===== config.mk =====
export PLATFORM = sky130hd
export DESIGN_NAME = dsq_tx
export DESIGN_NICKNAME = d
export VERILOG_FILES = /design/src/rtl/dsq_pkg.sv /design/src/rtl/dsq_regs.sv /design/src/rtl/dsq_seq.sv /design/src/rtl/dsq_carrier.sv /design/src/rtl/dsq_tx.sv
export SDC_FILE = /design/constraint.sdc
export NUM_CORES = 1
export LEC_CHECK = 0
export BUFFER_PORTS_ARGS = -buffer_cell sky130_fd_sc_hd__buf_2
export CORE_ASPECT_RATIO = 1.75
export CORE_MARGIN = 2
export CORE_UTILIZATION = 40
export CTS_CLUSTER_DIAMETER = 80
export DETAILED_ROUTE_END_ITERATION = 10
export GPL_TIMING_DRIVEN = 0
export HOLD_SLACK_MARGIN = 0.1
export PLACE_DENSITY = 0.59
export SYNTH_ARGS = -nofsm -noshare
export SYNTH_HDL_FRONTEND = slang
export SYNTH_SLANG_ARGS = --single-unit

===== constraint.sdc =====
create_clock -name clk -period 4.3 [get_ports clk]
set_input_delay 0.86 -clock clk [delete_from_list [all_inputs] [get_ports clk]]
set_output_delay 0.86 -clock clk [all_outputs]
set_load 0.01 [all_outputs]

===== src/rtl/dsq_pkg.sv =====
package dsq_pkg;

    localparam int LEN_W         = 2;
    localparam int MIN_LEN       = 3;
    localparam int BUF_DEPTH     = MIN_LEN + (1 << LEN_W) - 1;
    localparam int SYM_SLOTS     = 3;
    localparam int BITS_PER_CHAR = 9;
    localparam int ADDR_W        = 4;

    localparam logic [ADDR_W-1:0] ADDR_CTRL = 4'h0;
    localparam logic [ADDR_W-1:0] ADDR_MODE = 4'h1;
    localparam logic [ADDR_W-1:0] ADDR_BUF  = 4'h8;

    localparam logic [2:0] MODE_MSG   = 3'd0;
    localparam logic [2:0] MODE_BURST = 3'd4;

    typedef enum logic [1:0] {ST_IDLE, ST_SYM, ST_BURST, ST_GAP} seq_state_t;
    typedef enum logic [1:0] {JOB_MSG, JOB_TONE_A, JOB_TONE_B} job_kind_t;

    typedef struct packed {
        job_kind_t  kind;
        logic [2:0] nbytes;
    } job_t;

    typedef struct packed {
        logic             spare;
        logic             tone;
        logic             bsel;
        logic [LEN_W-1:0] len;
    } ctrl_t;

    function automatic logic odd_parity(input logic [7:0] b);
        return ~(^b);
    endfunction

    // tone slots at the start of a 3-slot bit cell
    function automatic logic [1:0] on_slots(input logic v);
        return v ? 2'd1 : 2'd2;
    endfunction

endpackage


===== src/rtl/dsq_regs.sv =====
module dsq_regs
    import dsq_pkg::*;
(
    input  logic                   clk,
    input  logic                   rst,
    input  logic                   wr_en,
    input  logic [ADDR_W-1:0]      addr,
    input  logic [7:0]             wdata,
    input  logic                   busy,
    output logic [7:0]             rdata,
    output ctrl_t                  ctrl,
    output logic [BUF_DEPTH*8-1:0] bufs,
    output logic                   start,
    output job_t                   job
);
    localparam logic [ADDR_W-1:0] BUF_END = ADDR_BUF + ADDR_W'(BUF_DEPTH);

    logic [2:0] mode_q;
    ctrl_t      ctrl_q;
    logic       wr_ok;
    logic       in_buf;
    logic [2:0] buf_idx;

    assign wr_ok   = wr_en && !busy;
    assign in_buf  = (addr >= ADDR_BUF) && (addr < BUF_END);
    assign buf_idx = 3'(addr - ADDR_BUF);

    generate
        for (genvar i = 0; i < BUF_DEPTH; i++) begin : g_buf
            logic [7:0] byte_q;
            always_ff @(posedge clk) begin
                if (rst)
                    byte_q <= '0;
                else if (wr_ok && addr == ADDR_BUF + ADDR_W'(i))
                    byte_q <= wdata;
            end
            assign bufs[i*8 +: 8] = byte_q;
        end
    endgenerate

    always_ff @(posedge clk) begin
        if (rst) begin
            mode_q <= MODE_MSG;
            ctrl_q <= '0;
        end else if (wr_ok) begin
            if (addr == ADDR_MODE)
                mode_q <= wdata[2:0];
            if (addr == ADDR_CTRL)
                ctrl_q <= '{spare: wdata[7], tone: wdata[4], bsel: wdata[3],
                            len: wdata[LEN_W-1:0]};
        end
    end

    assign start = wr_ok && addr == ADDR_CTRL && wdata[6] && !wdata[4]
                   && (mode_q == MODE_MSG || mode_q == MODE_BURST);

    always_comb begin
        job.kind   = JOB_MSG;
        job.nbytes = 3'(wdata[LEN_W-1:0]) + 3'(MIN_LEN);
        if (mode_q == MODE_BURST) begin
            job.kind   = wdata[3] ? JOB_TONE_B : JOB_TONE_A;
            job.nbytes = 3'd1;
        end
    end

    always_comb begin
        rdata = '0;
        if (addr == ADDR_CTRL)
            rdata = {ctrl_q.spare, ~busy, 1'b0, ctrl_q.tone, ctrl_q.bsel, 1'b0, ctrl_q.len};
        else if (addr == ADDR_MODE)
            rdata = {5'b0, mode_q};
        else if (in_buf)
            rdata = bufs[int'(buf_idx)*8 +: 8];
    end

    assign ctrl = ctrl_q;

    p_mode_frozen_r9: assert property (@(posedge clk) disable iff (rst)
        busy |=> $stable(mode_q));
    p_ctrl_frozen_r9: assert property (@(posedge clk) disable iff (rst)
        busy |=> $stable(ctrl_q));

endmodule


===== src/rtl/dsq_seq.sv =====
module dsq_seq
    import dsq_pkg::*;
#(
    parameter int UNIT_CYC      = 13500,
    parameter int BURST_A_UNITS = 25,
    parameter int GAP_UNITS     = 30
) (
    input  logic                   clk,
    input  logic                   rst,
    input  logic                   start,
    input  job_t                   job_in,
    input  logic [BUF_DEPTH*8-1:0] bufs,
    output logic                   busy,
    output logic                   gate
);
    localparam int LONGEST = (BURST_A_UNITS > GAP_UNITS) ? BURST_A_UNITS : GAP_UNITS;
    localparam int UCW     = $clog2(UNIT_CYC + 1);
    localparam int UUW     = $clog2(LONGEST + 1);

    seq_state_t     state;
    job_t           job_q;
    logic [UCW-1:0] ucnt;
    logic [UUW-1:0] uunits;
    logic [1:0]     slot;
    logic [3:0]     bidx;
    logic [2:0]     byidx;
    logic           tick;
    logic [7:0]     cur_byte;
    logic           cur_bit;
    logic           last_bit;
    logic           last_byte;

    assign tick      = ucnt == UCW'(UNIT_CYC - 1);
    assign cur_byte  = bufs[int'(byidx)*8 +: 8];
    assign last_bit  = bidx == 4'(BITS_PER_CHAR - 1);
    assign last_byte = byidx == job_q.nbytes - 3'd1;

    always_comb begin
        if (job_q.kind == JOB_TONE_B)
            cur_bit = 1'b1;
        else if (last_bit)
            cur_bit = odd_parity(cur_byte);
        else
            cur_bit = cur_byte[3'd7 - bidx[2:0]];
    end

    always_comb begin
        case (state)
            ST_SYM:   gate = slot < on_slots(cur_bit);
            ST_BURST: gate = 1'b1;
            default:  gate = 1'b0;
        endcase
    end

    always_ff @(posedge clk) begin
        if (rst) begin
            state  <= ST_IDLE;
            job_q  <= '0;
            ucnt   <= '0;
            uunits <= '0;
            slot   <= '0;
            bidx   <= '0;
            byidx  <= '0;
        end else if (state == ST_IDLE) begin
            ucnt   <= '0;
            uunits <= '0;
            slot   <= '0;
            bidx   <= '0;
            byidx  <= '0;
            if (start) begin
                job_q <= job_in;
                state <= (job_in.kind == JOB_TONE_A) ? ST_BURST : ST_SYM;
            end
        end else begin
            ucnt <= tick ? '0 : ucnt + 1'b1;
            if (tick) begin
                case (state)
                    ST_SYM: begin
                        if (slot == 2'(SYM_SLOTS - 1)) begin
                            slot <= '0;
                            if (last_bit) begin
                                bidx <= '0;
                                if (last_byte) begin
                                    state  <= ST_GAP;
                                    uunits <= '0;
                                end else begin
                                    byidx <= byidx + 1'b1;
                                end
                            end else begin
                                bidx <= bidx + 1'b1;
                            end
                        end else begin
                            slot <= slot + 1'b1;
                        end
                    end
                    ST_BURST: begin
                        if (uunits == UUW'(BURST_A_UNITS - 1)) begin
                            state  <= ST_GAP;
                            uunits <= '0;
                        end else begin
                            uunits <= uunits + 1'b1;
                        end
                    end
                    default: begin
                        if (uunits == UUW'(GAP_UNITS - 1))
                            state <= ST_IDLE;
                        else
                            uunits <= uunits + 1'b1;
                    end
                endcase
            end
        end
    end

    assign busy = state != ST_IDLE;

    p_byte_in_range_r2: assert property (@(posedge clk) disable iff (rst)
        (state == ST_SYM) |-> (byidx < job_q.nbytes));
    p_cell_slots_r4: assert property (@(posedge clk) disable iff (rst)
        (state == ST_SYM) |-> (slot < 2'(SYM_SLOTS)));
    p_gap_to_ready_r7: assert property (@(posedge clk) disable iff (rst)
        (state == ST_GAP && tick && uunits == UUW'(GAP_UNITS - 1)) |=> !busy);

endmodule


===== src/rtl/dsq_carrier.sv =====
module dsq_carrier #(
    parameter int HALF_CYC = 614
) (
    input  logic clk,
    input  logic rst,
    input  logic gate,
    output logic tone_out
);
    localparam int HW = $clog2(HALF_CYC + 1);

    logic [HW-1:0] hcnt;
    logic          phase;

    always_ff @(posedge clk) begin
        if (rst || !gate) begin
            hcnt  <= '0;
            phase <= 1'b1;
        end else if (hcnt == HW'(HALF_CYC - 1)) begin
            hcnt  <= '0;
            phase <= ~phase;
        end else begin
            hcnt <= hcnt + 1'b1;
        end
    end

    assign tone_out = gate & phase;

    p_first_cycle_high_r12: assert property (@(posedge clk) disable iff (rst)
        $rose(gate) |-> tone_out);

endmodule


===== src/rtl/dsq_tx.sv =====
module dsq_tx
    import dsq_pkg::*;
#(
    parameter int UNIT_CYC      = 13500,
    parameter int HALF_CYC      = 614,
    parameter int BURST_A_UNITS = 25,
    parameter int GAP_UNITS     = 30
) (
    input  logic              clk,
    input  logic              rst,
    input  logic              wr_en,
    input  logic [ADDR_W-1:0] addr,
    input  logic [7:0]        wdata,
    output logic [7:0]        rdata,
    output logic              tone_out
);
    ctrl_t                  ctrl;
    logic [BUF_DEPTH*8-1:0] bufs;
    logic                   start;
    job_t                   job;
    logic                   busy;
    logic                   seq_gate;
    logic                   gate;

    dsq_regs u_regs (
        .clk(clk), .rst(rst), .wr_en(wr_en), .addr(addr), .wdata(wdata),
        .busy(busy), .rdata(rdata), .ctrl(ctrl), .bufs(bufs),
        .start(start), .job(job)
    );

    dsq_seq #(
        .UNIT_CYC(UNIT_CYC), .BURST_A_UNITS(BURST_A_UNITS), .GAP_UNITS(GAP_UNITS)
    ) u_seq (
        .clk(clk), .rst(rst), .start(start), .job_in(job), .bufs(bufs),
        .busy(busy), .gate(seq_gate)
    );

    assign gate = seq_gate | (!busy & ctrl.tone);

    dsq_carrier #(.HALF_CYC(HALF_CYC)) u_car (
        .clk(clk), .rst(rst), .gate(gate), .tone_out(tone_out)
    );

    p_no_steady_tone_in_job_r8: assert property (@(posedge clk) disable iff (rst)
        busy |-> !ctrl.tone);
    p_refused_start_stays_ready_r3: assert property (@(posedge clk) disable iff (rst)
        (!busy && wr_en && addr == ADDR_CTRL && wdata[4]) |=> !busy);

endmodule


After elaboration in Yosys (flattened, before gate mapping)

Index checks and enable logic that the tools add are counted.

Register bits: 102
Input bits: 15
Output and inout port bits: 9

Add/subtract/negate cells: 10
Order comparisons: 4
Equality and inequality tests: 28
Shifts and indexed selects: 2
Mux-type cells: 29
Bitwise logic cells: 7
Reductions and logical operators: 35

Operators by type and width:

| kind                  | number |
|---|---|
| $shiftx 48x7->8       | 2 |
| $mux 5                | 6 |
| $eq 4x4->1 const B    | 7 |
| $mux 2                | 12 |
| $mux 8                | 3 |
| $add 14x1->14 const B | 1 |
| $eq 14x14->1 const B  | 1 |
| $logic_and 1x1->1     | 12 |
| $ne 3x1->1 const B    | 4 |
| $add 10x1->10 const B | 1 |
| $eq 10x10->1 const B  | 1 |
| $eq 5x5->1 const B    | 2 |
| $pmux 5 s2            | 1 |
| $reduce_and 5->1      | 2 |
| $reduce_and 2->1      | 4 |
| $reduce_xor 8->1      | 1 |
| $reduce_and 7->1      | 1 |
| $eq 2x2->1 const B    | 3 |
| $ne 2x1->1 const B    | 3 |
| $sub 3x1->3 const B   | 2 |
| $add 5x1->5 const B   | 1 |
| $add 4x1->4 const B   | 1 |
| $eq 2x1->1 const B    | 2 |
| $eq 4x1->1 const B    | 1 |
| 30 further kinds      | 41 |

Longest topological paths before layout

Depth in word-level cells: 12
Depth in mapped cells: 16
Gate-level depth less buffers: 13

Hierarchy

A second synthesis with hierarchy kept.

Cell total of the unflattened synthesis: 643
Area, all modules: 5734.2 um^2

By module, submodules not included:

| module      | times used | cells each | area an instance (um^2) | sequential area each (um^2) |
|---|---|---|---|---|
| dsq_regs    | 1          | 324        | 2912.8                  | 1121.1 |
| dsq_seq     | 1          | 263        | 2298.5                  | 700.7 |
| dsq_carrier | 1          | 54         | 511.7                   | 220.2 |
| dsq_tx      | 1          | 2          | 11.3                    | 0.0 |

Least setup slack after synthesis

Ideal clock, no wire load.

Path kind: reg-to-output
Start: reg u_seq.byidx[0]
End: out tone_out
Data arrival time: 3173 ps
Data required time: 3440 ps
Slack: 267 ps
Cell stages (with the launch flop): 15
Buffers on the path: 2
Cell sequence: dfxtp_1 -> buf_6 -> mux4_2 -> xnor2_1 -> o22ai_1 -> xor2_1 -> xnor3_2 -> a211o_1 -> ha_1 -> nor2_1 -> nor3_1 -> nand2_1 -> o211ai_2 -> buf_6 -> a21boi_1

Word-level cells in the longest chain between the ends: 10
Elaborated cells on any way between the ends: 12

RTL lines:

| what                                                      | RTL line                     | RTL |
|---|---|---|
| from (decl)                                               | dsq_seq.sv:26                | `logic [2:0] byidx;` |
| from (signal assigned)                                    | dsq_seq.sv:87                | `byidx <= byidx + 1'b1;` |
| $shiftx 48x7->8 *                                         | dsq_seq.sv:34                | `assign cur_byte = bufs[int'(byidx)*8 +: 8];` |
| $bmux 1 s3 or $reduce_xor 8->1 (tied branches)            | dsq_seq.sv:44, dsq_pkg.sv:33 |  |
| $mux 1 (implied by the code) or $not 1->1 (tied branches) | dsq_seq.sv:44, dsq_pkg.sv:33 |  |
| $mux 1 *                                                  | dsq_seq.sv:41                | `else if (last_bit)` |
| $mux 1 *                                                  | dsq_seq.sv:39                | `if (job_q.kind == JOB_TONE_B)` |
| $mux 2 *                                                  | dsq_pkg.sv:38                | `return v ? 2'd1 : 2'd2;` |
| $lt 2x2->1 *                                              | dsq_seq.sv:49                | `ST_SYM: gate = slot < on_slots(cur_bit);` |
| $pmux 1 s2 *                                              | dsq_seq.sv:48                | `case (state)` |
| $or 1x1->1 *                                              | dsq_tx.sv:38                 | `assign gate = seq_gate \| (!busy & ctrl.tone);` |
| $and 1x1->1 *                                             | dsq_carrier.sv:26            | `assign tone_out = gate & phase;` |
| to (decl)                                                 | dsq_tx.sv:15                 | `output logic tone_out` |

Every way passes the cells marked *; elsewhere a longest branch is shown, timed or not. The select of a mux whose other input is x is not followed.

Final worst setup path

Ends and elaborated chain as after synthesis.

==> summary.md <==
The diode insertion count for antenna repair was 0; the worst relative slew slack was 13.0%. Data on the critical path arrives at its endpoint at 3.82 ns. Type of the worst min-delay path: flop to flop. Once detail routing completed, the nets flagged for antenna violations numbered 0.

The slew at the pin closest to its max-slew limit was 1.29 ns. For the worst-skew pair, the clock arrives at the later sink with an insertion delay of 0.35 ns. The first routing iteration left 310 violations.

The tools report the number of global-route vias before repair as 4546. The area share of the largest cell type after synthesis was 36.3%. The tools report the total nets after synthesis as 643. The logs give 0.00594 mm^2 for the post-placement cell area and 0.00563 mm^2 for the total standard cell area after synthesis.

The ratio of total power to cell area is 302 mW/mm^2, and the sequential element share of the synthesized area is 36.3%. Kind of launch point of the worst setup path: a flop. The share of total power dissipated in sequential elements is 50.2%.

The first global-routing pass estimated 23400 um of wire. Counting flops with a built-in enable in the synthesized netlist gives 0. The area growth from synthesis to layout was 12.1%. The initial utilization of the core area, before any placement, comes to 40.7%. The congestion estimate from routability-driven global placement came to 0.891.

After clock tree synthesis, the clock-pin slew on the worst setup and hold paths is 0.07 ns. IR analysis of the VDD net gives a maximum drop of 0.157 mV. In this run the core area contains 57 standard-cell rows. Setup repair after global routing could not meet its margin everywhere.

The average vias per placed instance was 5.53. By startpoint and endpoint, the worst setup path is classified as flop to output pin. The floorplan step defined a die boundary enclosing 0.0151 mm^2.

STA puts the critical path data required time at 3.44 ns. Summed over all layers, the global routing overflow is 0. For this run, the detailed router's first-pass iteration total came to 6. The initial antenna violation count was 0. Summed over all layers, the routed wires come to 14800 um.

The tools report the category of the worst setup path capture point as an output pin. The number of cells on the worst reg-to-reg path is 15. For the count of mapped cells out of synthesis, the log shows 613.

The average footprint of a synthesized cell came out at 9.18 um^2. The combinational share of power is 5.5%, and the post-layout minimum cycle time is 4.68 ns. After synthesis, the cell types taking the most area are sky130_fd_sc_hd__dfxtp_1, sky130_fd_sc_hd__mux2i_1, sky130_fd_sc_hd__nor2_1, sky130_fd_sc_hd__mux4_2, sky130_fd_sc_hd__ha_1. Most frequently used flop master after synthesis: sky130_fd_sc_hd__dfxtp_1. Cell internal power was estimated by the tool at 1450 uW. The clock buffer count from CTS was 9; the maximum clock rate was 214 MHz. The routed layout has 4587 vias. Number of setup violations in the final report: 1. The vertical die dimension works out to 161 um. In the final layout, the share of cells above drive strength 1 is 12.7%. During placement, the flow inserted port buffers numbering 19.

In the routed design, unresolved DRC markers number 0. TritonCTS built the clock tree. The share of total power dissipated in the clock network is 44.2%. Across the routed clock network, the largest skew measured is 0.0112 ns. Synthesis inferred 102 register bits. For this design, the CTS-stage hold fixing added 0 buffers.

The boundary pin count is 24. Entering global routing, the biggest net connects 19 pins. Buffer cell driving the clock tree root: sky130_fd_sc_hd__clkbuf_16.

In this run the deepest clock path goes through 2 buffers. Counting every sink on the clock net gives 102. The width of the chip works out to 93.7 um. The total area inside the core boundary comes to 0.0138 mm^2. The max-slew violation total from the final report came out at 0. The run gives 0 as the total of max-cap violations.

The final count of hold timing violations is 0, and the switching power total is 457 uW. The checks that failed: setup timing. The run gives 1900 uW as the total power.

In this run the worst path has a maximum fanout of 5. In this run the static leakage power is 0.00224 uW. The placed cell count was 809; the hold slack was 0.449 ns.

The flow ran to the end, but the final reports show violations. For the post-layout worst setup margin, the log shows -0.381 ns. The tools report the final layout net count as 678.

The cell type with the highest aggregate area in the netlist is sky130_fd_sc_hd__dfxtp_1. Detailed placement ended at an HPWL of 11000 um. The total routing usage reported by global routing was 19.9%; the worst slack after detailed placement was -0.380 ns. For this run, the number of standard cells in the final layout without fillers is 829. In this run, distinct cell masters in the synthesized netlist total 63. Dividing the final minimum period by the clock period gives 109%. During synthesis, Yosys emitted a total of 0 warnings.

The routed length per placed instance was 17.8 um. In this run the number of H-tree levels came out at 3. Number of instances on the worst hold path: 1. Final design area excluding fillers: 0.00631 mm^2. The proportion of synthesized flip-flops having asynchronous set or reset is 0%.

Net switching is 24.0% of the power.
==> worst max-delay path, cell delays in order (launching register included) <==
cell and delay, ns:
sky130_fd_sc_hd__dfxtp_4 0.41, sky130_fd_sc_hd__mux4_1 0.64, sky130_fd_sc_hd__a221o_1 0.40, sky130_fd_sc_hd__o311a_1 0.13, sky130_fd_sc_hd__nor3_1 0.33, sky130_fd_sc_hd__nor3_1 0.10, sky130_fd_sc_hd__a211o_1 0.28, sky130_fd_sc_hd__ha_1 0.30
sky130_fd_sc_hd__nor2_1 0.05, sky130_fd_sc_hd__nor3_2 0.17, sky130_fd_sc_hd__nand2_1 0.10, sky130_fd_sc_hd__o211ai_2 0.22, sky130_fd_sc_hd__buf_6 0.13, sky130_fd_sc_hd__a21boi_1 0.05, sky130_fd_sc_hd__buf_2 0.17
==> metrics by stage <==
| stage | utilization (%) | setup TNS, ns |
|---|---|---|
| floorplan | - | 0 |
| global placement | 43.0 | -0.312 |
| detailed placement | 43.0 | -0.380 |
| CTS | 45.5 | -0.398 |
| global route | 45.6 | -0.534 |
| finish | 45.6 | -0.381 |
==> Yosys cell counts (2+ instances only) <==
cell type and instances:
sky130_fd_sc_hd__nor3_2 2, sky130_fd_sc_hd__buf_2 5, sky130_fd_sc_hd__a211o_1 3, sky130_fd_sc_hd__mux4_2 11, sky130_fd_sc_hd__mux2i_1 69, sky130_fd_sc_hd__o32ai_1 2
sky130_fd_sc_hd__nand3_1 24, sky130_fd_sc_hd__o311a_1 2, sky130_fd_sc_hd__o21ai_0 7, sky130_fd_sc_hd__or2_2 2, sky130_fd_sc_hd__a2111oi_2 5, sky130_fd_sc_hd__a211oi_1 3
sky130_fd_sc_hd__a21oi_1 25, sky130_fd_sc_hd__o211ai_1 3, sky130_fd_sc_hd__buf_6 3, sky130_fd_sc_hd__mux4_1 3, sky130_fd_sc_hd__buf_1 3, sky130_fd_sc_hd__o211ai_2 2
sky130_fd_sc_hd__and3_1 6, sky130_fd_sc_hd__xnor2_1 13, sky130_fd_sc_hd__a221o_1 2, sky130_fd_sc_hd__nor3b_1 2, sky130_fd_sc_hd__nor3_1 9, sky130_fd_sc_hd__nand2b_1 9
sky130_fd_sc_hd__nand2_1 32, sky130_fd_sc_hd__o21a_1 2, sky130_fd_sc_hd__ha_1 15, sky130_fd_sc_hd__xor2_1 21, sky130_fd_sc_hd__a31o_2 2, sky130_fd_sc_hd__inv_1 29
sky130_fd_sc_hd__a222oi_1 2, sky130_fd_sc_hd__a2111oi_0 2, sky130_fd_sc_hd__nor2b_1 2, sky130_fd_sc_hd__mux2_2 5, sky130_fd_sc_hd__or3_1 2, sky130_fd_sc_hd__clkbuf_1 23
sky130_fd_sc_hd__nor4_1 5, sky130_fd_sc_hd__nor2_1 107, sky130_fd_sc_hd__dfxtp_1 102, sky130_fd_sc_hd__nand4_1 6, sky130_fd_sc_hd__nand4b_1 6, sky130_fd_sc_hd__a22o_1 5
sky130_fd_sc_hd__o22ai_1 10
==> repair_timing <==
action,in CTS,in global routing
setup buffers,4,1
pin swaps,1,1
setup endpoints to repair,1,1
gates resized for setup,7,0
==> state kept, by name (all words and copies together), names as in the netlist <==
| register | count |
|---|---|
| u_seq.state | 2 |
| u_seq.ucnt | 14 |
| u_seq.bidx | 4 |
| u_seq.job_q | 5 |
| u_regs.ctrl | 5 |
| u_seq.slot | 2 |
| u_regs.g_buf.byte_q | 48 |
| u_regs.mode_q | 3 |
| u_car.hcnt | 10 |
| u_seq.byidx | 3 |
| u_car.phase | 1 |
| u_seq.uunits | 5 |
==> power groups by stage <==
stage / logic (uW) / clock network, uW / registers (uW)
after floorplan: 65.8 / 0 / 977
after global placement: 99.6 / 0 / 978
after detailed placement: 102 / 0 / 979
after CTS: 103 / 859 / 956
after global routing: 113 / 903 / 957
final: 106 / 842 / 957
==> kinds of logic (layout without fill, tap and decap cells) <==
| kind of cell | count (synthesis) | after routing | share of synthesized area, % |
|---|---|---|---|
| buffers and inverters | 64 | 103 | 4.85 |
| adder cells (fa/ha/maj) | 15 | 15 | 3.34 |
| AND/OR/NAND/NOR | 220 | 220 | 18.2 |
| XOR/XNOR | 36 | 36 | 6.12 |
| AO/OA/AOI/OAI | 87 | 87 | 11.9 |
| flip-flops | 102 | 102 | 36.3 |
| multiplexers | 89 | 89 | 19.3 |
==> worst paths after layout <==
kind,slack (ns),startpoint,endpoint
setup / recovery,-0.38,u_seq.byidx[0],tone_out
hold / removal,0.45,u_seq.ucnt[0],u_seq.ucnt[0]
setup reg to reg,0.51,u_seq.byidx[0],u_car.hcnt[7]
hold reg to reg,0.45,u_seq.ucnt[0],u_seq.ucnt[0]
==> routing by layer <==
metal  vias to the layer above  routed length (um)  track usage [%]
met4                         0                 344             7.31
met5                         -                   0                0
li1                       2246                   -                -
met2                        82                7990             36.4
met1                      2235                6030             22.8
met3                        24                 420             3.42
==> final cells by class <==
cell class,instances,area (um^2)
buffer,35,179
multi-input combinational,447,3320
timing repair buffer,24,133
clock inverter,6,76.3
fill,1361,7530
inverter,29,109
sequential,102,2050
clock buffer,9,225
tap,177,221
==> placed cells by master (no fill, tap or decap), types with 6 or more instances in the layout <==
| cell type | count |
|---|---|
| sky130_fd_sc_hd__nor2_1 | 107 |
| sky130_fd_sc_hd__dfxtp_1 | 101 |
| sky130_fd_sc_hd__mux2i_1 | 69 |
| sky130_fd_sc_hd__nand2_1 | 32 |
| sky130_fd_sc_hd__inv_1 | 29 |
| sky130_fd_sc_hd__a21oi_1 | 25 |
| sky130_fd_sc_hd__nand3_1 | 24 |
| sky130_fd_sc_hd__clkbuf_1 | 23 |
| sky130_fd_sc_hd__buf_2 | 23 |
| sky130_fd_sc_hd__xor2_1 | 21 |
| sky130_fd_sc_hd__ha_1 | 15 |
| sky130_fd_sc_hd__xnor2_1 | 13 |
| sky130_fd_sc_hd__mux4_2 | 11 |
| sky130_fd_sc_hd__o22ai_1 | 10 |
| sky130_fd_sc_hd__nand2b_1 | 9 |
| sky130_fd_sc_hd__clkbuf_16 | 9 |
| sky130_fd_sc_hd__nor3_1 | 8 |
| sky130_fd_sc_hd__o21ai_0 | 7 |
| sky130_fd_sc_hd__nand4b_1 | 6 |
| sky130_fd_sc_hd__nand4_1 | 6 |
| sky130_fd_sc_hd__and3_1 | 6 |
| sky130_fd_sc_hd__buf_4 | 6 |
Power figures use the tool's default switching activity.
